===== config.mk =====
export PLATFORM = sky130hd
export DESIGN_NAME = adc_chan_seq
export DESIGN_NICKNAME = d
export VERILOG_FILES = /design/src/rtl/adc_seq_pkg.sv /design/src/rtl/adc_seq_ctrl.sv /design/src/rtl/adc_seq_edge.sv /design/src/rtl/adc_seq_sweep.sv /design/src/rtl/adc_chan_seq.sv
export SDC_FILE = /design/constraint.sdc
export NUM_CORES = 1
export LEC_CHECK = 0
export BUFFER_PORTS_ARGS = -buffer_cell sky130_fd_sc_hd__buf_2
export CAP_MARGIN = 20
export CELL_PAD_IN_SITES_DETAIL_PLACEMENT = 0
export CELL_PAD_IN_SITES_GLOBAL_PLACEMENT = 2
export CORE_MARGIN = 10
export CORE_UTILIZATION = 30
export DETAILED_ROUTE_END_ITERATION = 16
export GPL_TIMING_DRIVEN = 0
export PLACE_DENSITY_LB_ADDON = 0.1
export RECOVER_POWER = 50
export SLEW_MARGIN = 15
export SYNTH_ARGS = -nofsm -noshare
export SYNTH_HDL_FRONTEND = slang
export SYNTH_HIERARCHICAL = 1
export SYNTH_SLANG_ARGS = --single-unit

===== constraint.sdc =====
create_clock -name clk_i -period 1.6 [get_ports clk_i]
set_input_delay 0.24 -clock clk_i [delete_from_list [all_inputs] [get_ports clk_i]]
set_output_delay 0.24 -clock clk_i [all_outputs]
set_load 0.05 [all_outputs]

===== src/rtl/adc_seq_pkg.sv =====
package adc_seq_pkg;

  typedef enum logic {
    SEL_FIXED = 1'b0,
    SEL_SWEEP = 1'b1
  } sel_e;

  // mode field value (mode1:mode0) that pairs the inputs
  localparam logic [1:0] MODE_PAIRED = 2'b01;
  localparam logic [1:0] SEQ_SWEEP   = 2'b11;

endpackage


===== src/rtl/adc_seq_ctrl.sv =====
module adc_seq_ctrl
  import adc_seq_pkg::*;
#(
  parameter int CH_W   = 2,
  parameter int CTRL_W = CH_W + 5
) (
  input  logic              clk_i,
  input  logic              rst_ni,
  input  logic              wr_en_i,
  input  logic [CTRL_W-1:0] wr_data_i,
  output logic [CH_W-1:0]   addr_o,
  output sel_e              sel_o,
  output logic              pair_o,
  output logic              ref_o
);

  localparam int SEQ_LO  = CH_W;
  localparam int MODE_LO = CH_W + 2;
  localparam int REF_BIT = CH_W + 4;

  logic [CTRL_W-1:0] ctrl_q;

  always_ff @(posedge clk_i or negedge rst_ni) begin
    if (!rst_ni)      ctrl_q <= '0;
    else if (wr_en_i) ctrl_q <= wr_data_i;
  end

  always_comb begin
    addr_o = ctrl_q[CH_W-1:0];
    sel_o  = (ctrl_q[SEQ_LO+1:SEQ_LO] == SEQ_SWEEP) ? SEL_SWEEP : SEL_FIXED;
    pair_o = (ctrl_q[MODE_LO+1:MODE_LO] == MODE_PAIRED);
    ref_o  = ctrl_q[REF_BIT];
  end

  p_write_ref_r2: assert property (@(posedge clk_i) disable iff (!rst_ni)
    wr_en_i |=> ref_o == $past(wr_data_i[REF_BIT]));

endmodule


===== src/rtl/adc_seq_edge.sv =====
module adc_seq_edge (
  input  logic clk_i,
  input  logic rst_ni,
  input  logic start_i,
  input  logic block_i,
  output logic fire_o
);

  logic start_q;

  always_ff @(posedge clk_i or negedge rst_ni) begin
    if (!rst_ni) start_q <= 1'b0;
    else         start_q <= start_i;
  end

  // a write in the same cycle swallows the edge
  assign fire_o = start_i & ~start_q & ~block_i;

  p_single_fire_r3: assert property (@(posedge clk_i) disable iff (!rst_ni)
    fire_o |=> !fire_o);

endmodule


===== src/rtl/adc_seq_sweep.sv =====
module adc_seq_sweep #(
  parameter int CH_W = 2
) (
  input  logic            clk_i,
  input  logic            rst_ni,
  input  logic            restart_i,
  input  logic            step_i,
  input  logic [CH_W-1:0] last_i,
  output logic [CH_W-1:0] ptr_o,
  output logic            wrap_o
);

  logic [CH_W-1:0] ptr_q;
  logic            started_q;

  always_ff @(posedge clk_i or negedge rst_ni) begin
    if (!rst_ni) begin
      ptr_q     <= '0;
      started_q <= 1'b0;
    end else if (restart_i) begin
      ptr_q     <= '0;
      started_q <= 1'b0;
    end else if (step_i) begin
      ptr_q     <= (ptr_q == last_i) ? '0 : ptr_q + 1'b1;
      started_q <= 1'b1;
    end
  end

  assign ptr_o  = ptr_q;
  assign wrap_o = step_i & started_q & (ptr_q == '0);

  p_ptr_bound_r6: assert property (@(posedge clk_i) disable iff (!rst_ni)
    ptr_q <= last_i);

  p_restart_zero_r7: assert property (@(posedge clk_i) disable iff (!rst_ni)
    restart_i |=> ptr_q == '0);

endmodule


===== src/rtl/adc_chan_seq.sv =====
module adc_chan_seq
  import adc_seq_pkg::*;
#(
  parameter int N_CH = 4
) (
  input  logic                    clk_i,
  input  logic                    rst_ni,
  input  logic                    wr_en_i,
  input  logic [$clog2(N_CH)+4:0] wr_data_i,
  input  logic                    conv_start_i,
  output logic [$clog2(N_CH)-1:0] chan_o,
  output logic                    pair_mode_o,
  output logic                    int_ref_o,
  output logic                    conv_valid_o,
  output logic                    wrap_o
);

  localparam int CH_W   = $clog2(N_CH);
  localparam int CTRL_W = CH_W + 5;
  localparam int N_PAIR = N_CH / 2;
  localparam logic [CH_W-1:0] LIM_SE   = CH_W'(N_CH - 1);
  localparam logic [CH_W-1:0] LIM_PAIR = CH_W'(N_PAIR - 1);

  logic [CH_W-1:0] addr, lim, last, ptr;
  sel_e            sel;
  logic            pair, fire, sweep_wrap;

  adc_seq_ctrl #(.CH_W(CH_W), .CTRL_W(CTRL_W)) u_ctrl (
    .clk_i    (clk_i),
    .rst_ni   (rst_ni),
    .wr_en_i  (wr_en_i),
    .wr_data_i(wr_data_i),
    .addr_o   (addr),
    .sel_o    (sel),
    .pair_o   (pair),
    .ref_o    (int_ref_o)
  );

  adc_seq_edge u_edge (
    .clk_i  (clk_i),
    .rst_ni (rst_ni),
    .start_i(conv_start_i),
    .block_i(wr_en_i),
    .fire_o (fire)
  );

  // clamp address to the last valid code of the pairing mode
  assign lim  = pair ? LIM_PAIR : LIM_SE;
  assign last = (addr > lim) ? lim : addr;

  adc_seq_sweep #(.CH_W(CH_W)) u_sweep (
    .clk_i    (clk_i),
    .rst_ni   (rst_ni),
    .restart_i(wr_en_i),
    .step_i   (fire && sel == SEL_SWEEP),
    .last_i   (last),
    .ptr_o    (ptr),
    .wrap_o   (sweep_wrap)
  );

  logic [CH_W-1:0] chan_q;
  logic            valid_q, wrap_q;

  always_ff @(posedge clk_i or negedge rst_ni) begin
    if (!rst_ni) begin
      chan_q  <= '0;
      valid_q <= 1'b0;
      wrap_q  <= 1'b0;
    end else begin
      valid_q <= fire;
      wrap_q  <= sweep_wrap;
      if (fire) chan_q <= (sel == SEL_SWEEP) ? ptr : last;
    end
  end

  assign chan_o       = chan_q;
  assign conv_valid_o = valid_q;
  assign wrap_o       = wrap_q;
  assign pair_mode_o  = pair;

  p_valid_pulse_r3: assert property (@(posedge clk_i) disable iff (!rst_ni)
    conv_valid_o |=> !conv_valid_o);

  p_pair_range_r8: assert property (@(posedge clk_i) disable iff (!rst_ni)
    (conv_valid_o && pair_mode_o) |-> int'(chan_o) < N_PAIR);

  p_wrap_zero_r9: assert property (@(posedge clk_i) disable iff (!rst_ni)
    wrap_o |-> (conv_valid_o && chan_o == '0));

  p_chan_hold_r10: assert property (@(posedge clk_i) disable iff (!rst_ni)
    !conv_valid_o |-> $stable(chan_o));

  p_write_drops_r11: assert property (@(posedge clk_i) disable iff (!rst_ni)
    wr_en_i |=> !conv_valid_o);

endmodule


After elaboration in Yosys (flattened, before gate mapping):

Index checks and enable logic that the tools add are counted.

* bits in registers: 15
* input bits: 11
* output and inout port bits: 6
* logic and storage cells: 30

* $add $sub $neg: 1
* magnitude comparators: 1
* equality and inequality tests: 3
* muxes and demuxes: 9
* bitwise logic cells: 6
* reductions and logical operators: 3

Operator list (count)
* 2-to-1 mux 2 bit: 6
* bitwise AND 1 bit: 4
* 2-to-1 mux 1 bit: 3
* adder 2 x 1 -> 2 bit, second input constant: 1
* == test 2 x 1 -> 1 bit, second input constant: 1
* == test 2 bit: 1
* == test 2 bit, second input constant: 1
* > comparator 2 bit: 1
* logical NOT 2 bit: 1
* NOT 1 bit: 2
* nonzero test 2 bit: 1
* logical AND 1 bit: 1

Logic depth before layout (Yosys ltp):

* depth after elaboration: 8
* depth in mapped cells: 8
* mapped depth without buffers: 8

Cells and area by module:

The synthesis kept the hierarchy.

By module, submodules not included
* adc_seq_ctrl: instances 1, cells an instance 19, area each 319.1 um^2, seq. area each 175.2 um^2
* adc_chan_seq: instances 1, cells an instance 17, area each 202.7 um^2, seq. area each 100.1 um^2
* adc_seq_sweep: instances 1, cells an instance 19, area each 178.9 um^2, seq. area each 75.1 um^2
* adc_seq_edge: instances 1, cells an instance 2, area each 37.5 um^2, seq. area each 25.0 um^2

Least setup slack after synthesis:

No wires, ideal clock.

* kind: reg-to-reg
* start: reg u_ctrl.ctrl_q[5]
* end: reg u_sweep.ptr_q[1], in the netlist u_sweep/ptr_o[1]
* library setup time: 0.128 ns
* arrival: 2.230 ns
* data required time: 1.472 ns
* path slack: -0.758 ns
* cell stages (with the launch flop): 9
* path buffers: 0
* period minus slack after synthesis: 2.358 ns
* cell sequence: dfrtp_1 > nor2b_1 > ha_1 > nand2_1 > a21bo_2 > nand2_1 > or2_2 > o22ai_1 > a211oi_2

* cells in the longest elaborated chain, start to end: 8

RTL lines
* from (decl): RTL line adc_seq_ctrl.sv:21 `logic [CTRL_W-1:0] ctrl_q;`
* from (signal assigned): RTL line adc_seq_ctrl.sv:25 `else if (wr_en_i) ctrl_q <= wr_data_i;`
* == test 2 x 1 -> 1 bit *: RTL line adc_seq_ctrl.sv:31 `pair_o = (ctrl_q[MODE_LO+1:MODE_LO] == MODE_PAIRED);`
* named net pair_mode_o: RTL line adc_chan_seq.sv:12 `output logic pair_mode_o,`
* 2-to-1 mux 2 bit *: RTL line adc_chan_seq.sv:48 `assign lim = pair ? LIM_PAIR : LIM_SE;`
* > comparator 2 bit: RTL line adc_chan_seq.sv:49 `assign last = (addr > lim) ? lim : addr;`
* 2-to-1 mux 2 bit *: RTL line adc_chan_seq.sv:49
* named net last[1]: RTL line adc_chan_seq.sv:24 `logic [CH_W-1:0] addr, lim, last, ptr;`
* == test 2 bit *: RTL line adc_seq_sweep.sv:24 `ptr_q <= (ptr_q == last_i) ? '0 : ptr_q + 1'b1;`
* 2-to-1 mux 2 bit *: RTL line adc_seq_sweep.sv:24
* 2-to-1 mux 2 bit *: RTL line adc_seq_sweep.sv:23 `end else if (step_i) begin`
* 2-to-1 mux 2 bit *: RTL line adc_seq_sweep.sv:20 `end else if (restart_i) begin`
* to (signal assigned): RTL line adc_seq_sweep.sv:24
* to (decl): RTL line adc_seq_sweep.sv:13 `logic [CH_W-1:0] ptr_q;`

The timed path passes the listed nets; every way through them passes the cells marked *. The select of a mux whose other input is x is not followed.
A chain may end at the register's enable or synchronous reset.

Final worst setup path:

* start: reg u_ctrl.ctrl_q[4]
* end: reg u_sweep.ptr_q[0], in the netlist u_sweep/ptr_o[0]

* cells in the longest elaborated chain, start to end: 8

RTL lines (RTL line)
* == test 2 x 1 -> 1 bit *: adc_seq_ctrl.sv:31
* 2-to-1 mux 2 bit *: adc_chan_seq.sv:48
* > comparator 2 bit: adc_chan_seq.sv:49
* 2-to-1 mux 2 bit *: adc_chan_seq.sv:49
* named net last[1]: adc_chan_seq.sv:24
* == test 2 bit *: adc_seq_sweep.sv:24
* 2-to-1 mux 2 bit *: adc_seq_sweep.sv:24
* 2-to-1 mux 2 bit *: adc_seq_sweep.sv:23
* 2-to-1 mux 2 bit *: adc_seq_sweep.sv:20

Marked as above.

==> results.md <==
| Item | Reported |
|:---|:---|
| Hold slack | 0.07278 ns |
| Number of antenna violations at the first check in global routing | 0 |
| Maximum number of pins on one net before global-route repair | 16 |
| Fraction of met2 tracks used by global routing | 0.09677 |
| Pwr Density | 965.1 mW/mm2 |
| Timing startpoint of the critical path | u_ctrl/ctrl_q[4]$_DFFE_PN0P_ |
| First-pass detailed-route iteration total | 3 |
| CTS buffer count | 3 |
| Iteration-0 DRC count of the detailed router | 17 |
| Height of the die | 69.61 um |
| Met1 routing resource usage after global routing | 0.07711 |
| Remaining routing DRC violations | 0 |
| Gate Count Post-Synth | 57 |
| Endpoint type of the worst setup path | register |
| Final worst slack | 0.03820 ns |
| Initial core utilization | 0.3244 |
| Global-route track usage on met3 | 0.02996 |
| Leakage power | 0.4773 nW |
| RePlAce Congestion | 0.7196 |
| Portion of total power attributed to sequential cells | 0.466 |
| Kind of start point of the critical path | register |
| Crit Path Class | reg2reg |
| Average wire length per cell after detail routing | 13.47 um |
| Number of warnings printed during yosys synthesis | 6 |
| Area of the die | 0.004845 mm2 |
| Tot GR Track Use | 0.06636 |
| Diode count | 0 |
| Min cycle time layout | 1.562 ns |
| Number of clock sinks seen by CTS | 15 |
| Reg-to-Reg Start | u_ctrl/ctrl_q[4]$_DFFE_PN0P_ |
| P_sw | 0.0002933 W |
| Final worst path period share | 0.9761 |
| Horizontal die dimension | 69.61 um |
| Placed cell count | 101 |
| Residual overflow from global routing | 0 |
| Estimated wirelength of the detail-placed design | 1085 um |
| Syn Std Cell Area | 738.2 um2 |
| Via count of the first global-routing pass | 567 |
| Place WS | -0.01488 ns |
| CTS tree | built |
| Clock group share of total power | 0.230 |
| Setup-violating endpoint count in the final report | 0 |
| Flip-flop and latch count after synthesis | 15 |
| RSZ-0062 raised after global routing | true |
| CP Max Fanout | 3 |
| Cell type of the slowest stage on the worst timing path | sky130_fd_sc_hd__dfrtp_1 |
| Area share of the largest cell type after synthesis | 0.5085 |
| Clock tree buffer depth | 2 |
| Status | complete, no violations |
| Most used routing layer in global routing | met2 |
| Via density per instance | 4.459 |
| Net switching share of the total power | 0.3138 |
| Post-Syn Area per Cell | 12.95 um2 |
| Root buffer cell | sky130_fd_sc_hd__clkbuf_4 |
| Post-Layout Cell Count | 109 |
| Number of nets in the final layout | 95 |
| Top post-synthesis cells by area | sky130_fd_sc_hd__dfrtp_1 (51%), sky130_fd_sc_hd__mux2_4 (18%), sky130_fd_sc_hd__ha_1 (3.4%), sky130_fd_sc_hd__xor2_1 (2.4%), sky130_fd_sc_hd__buf_4 (2.0%) |
| Max-capacitance violation count | 0 |
| Layout-stage area growth over the synthesis result | 31.19% |
| Number of levels the H-tree was split into | 1 |
| Site row count | 17 |
| Worst hold-check path type | in2reg |
| Final hold vios | 0 |
| Endpoint arrival time on the critical path | 1.72 ns |
| Critical Path Max Stage Delay | 0.39 ns |
| Most used cell along the critical path | sky130_fd_sc_hd__nand2_4 |
| Largest clock skew in the final design | 0.003898 ns |
| Portion of the post-synthesis area used by sequential elements | 0.5085 |
| Antenna violation net count after detailed routing | 0 |
| Clock latency on the worst-skew pair | 0.28 ns |
| DRT Wirelength | 1468 um |
| Fraction of final layout cells sized beyond drive strength 1 | 0.5432 |
| Max-Slew Margin vs Limit | 0.4473 |
| Vias post-DR | 486 |
| Internal power of the cells | 0.0006413 W |
| Core footprint | 0.002276 mm2 |
| Share of total power in combinational logic | 0.304 |
| Largest vdd supply drop | 0.4557 mV |
| Number of distinct library cell variants in the gate-level netlist after synthesis | 23 |
| Global-route wire length before repair | 2553 um |
| Commonest cells after routing, fill and taps aside | sky130_fd_sc_hd__dfrtp_1 (15), sky130_fd_sc_hd__buf_2 (15), sky130_fd_sc_hd__mux2_4 (8) |
| Highest clock rate | 640.3 MHz |
| CTS clock-pin slew for the worst setup and hold paths | 0.09 ns |
| Critical-path cell list | nor2b_4 -> ha_4 -> nand2_4 -> nand3b_1 -> nand2_4 -> xor2_1 -> o211ai_1 -> o31ai_1 |
| Worst-Margin Slew | 0.8290 ns |
| Final number of max-transition violations | 0 |
| PortBufs | 16 |
| Critical hold path startpoint | conv_start_i |
| Aggregate negative setup slack | 0 ns |
| Largest area contributor in the synthesized netlist | sky130_fd_sc_hd__dfrtp_1 |
| Worst endpoint required time | 1.76 ns |
| Syn Nets | 70 |
| Total I/O pin count | 17 |
stage by stage:
step | util | power, W | cell area, um2
floorplan | - | 0.0006332 | 757.0
global placement | 0.3832 | 0.0006950 | 872.1
detailed placement | 0.3832 | 0.0006971 | 872.1
CTS | 0.4123 | 0.0009353 | 938.4
global route | 0.4255 | 0.001004 | 968.4
finish | 0.4255 | 0.0009346 | 968.4
critical path: cells and delay by family (launching register included):
| family | cells | cell delay (ns) |
|---|---|---|
| adder cells (fa/ha/maj) | 1 | 0.27 |
| flip-flops | 1 | 0.39 |
| XOR/XNOR | 1 | 0.14 |
| AO/OA/AOI/OAI | 2 | 0.27 |
| AND/OR/NAND/NOR | 4 | 0.40 |
kinds of logic after synthesis:
group,synth area share
buf+inv,0.05592
flops,0.5085
compound gates,0.08644
xor+xnor,0.02373
mux,0.1831
fa+ha+maj,0.03389
simple gates,0.1085
cell usage after synthesis:
cell type,number
sky130_fd_sc_hd__mux2_4,9
sky130_fd_sc_hd__o31ai_1,1
sky130_fd_sc_hd__and3_1,1
sky130_fd_sc_hd__nor2_1,3
sky130_fd_sc_hd__nand3b_1,1
sky130_fd_sc_hd__and2_1,1
sky130_fd_sc_hd__dfrtp_1,15
sky130_fd_sc_hd__inv_1,4
sky130_fd_sc_hd__xor2_1,2
sky130_fd_sc_hd__or2_4,1
sky130_fd_sc_hd__a211oi_2,1
sky130_fd_sc_hd__buf_4,2
sky130_fd_sc_hd__nor2b_1,1
sky130_fd_sc_hd__o22ai_1,2
sky130_fd_sc_hd__nor3b_2,1
sky130_fd_sc_hd__o21ai_1,1
sky130_fd_sc_hd__buf_6,1
sky130_fd_sc_hd__ha_1,2
sky130_fd_sc_hd__or2_2,1
sky130_fd_sc_hd__nand2_1,4
sky130_fd_sc_hd__a41oi_1,1
sky130_fd_sc_hd__o211ai_1,1
sky130_fd_sc_hd__a21bo_2,1
layer usage:
metal	wire (um)	vias up
li1	-	241
met1	708	228
met2	633	13
met3	94	4
met4	32	0
met5	0	-
path summary, 6_finish.rpt:
| check | cells after the start | endpoint | slack, ns |
|---|---|---|---|
| min reg2reg | 1 | conv_valid_o$_DFF_PN0_ | 0.47 |
| min | 1 | u_edge/start_q$_DFF_PN0_ | 0.07 |
| max reg2reg | 8 | u_sweep/ptr_o[0]$_DFFE_PN0P_ | 0.04 |
| min in group asynchronous | 2 | chan_o[0]$_DFFE_PN0P_ | 0.56 |
| max in group asynchronous | 2 | u_ctrl/ctrl_q[0]$_DFFE_PN0P_ | 0.52 |
| max | 8 | u_sweep/ptr_o[0]$_DFFE_PN0P_ | 0.04 |
repair_timing:
item	4_1_cts	5_1_grt
setup endpoints to repair	3	3
hold buffers	1	0
setup buffers	2	2
endpoints found under the hold margin	15	0
gates resized for setup	2	5
pin swaps	3	6
flip-flops by register name (all words and copies together) (netlist names):
register,flops
chan_o,2
u_ctrl/ctrl_q,7
u_edge/start_q,1
wrap_o,1
conv_valid_o,1
u_sweep/ptr_o,2
u_sweep/started_q,1
power groups by stage:
stage	Combinational (W)	Clock [W]	Sequential, W
after CTS	0.000274	0.000227	0.000435
final	0.000284	0.000215	0.000436
after floorplan	0.000133	0	0.000500
after global placement	0.000253	0	0.000442
after detailed placement	0.000255	0	0.000442
after global routing	0.000306	0.000255	0.000443
area by class of cell:
type,count,area (um2)
Clock buffer,4,26.28
Multi-Input combinational cell,35,379.1
Fill cell,224,1308
Timing Repair Buffer,21,118.9
Sequential cell,15,375.4
Inverter,4,15.01
Buffer,2,18.77
Tap cell,28,35.03
Note: power is estimated with default switching activity, not from simulation.
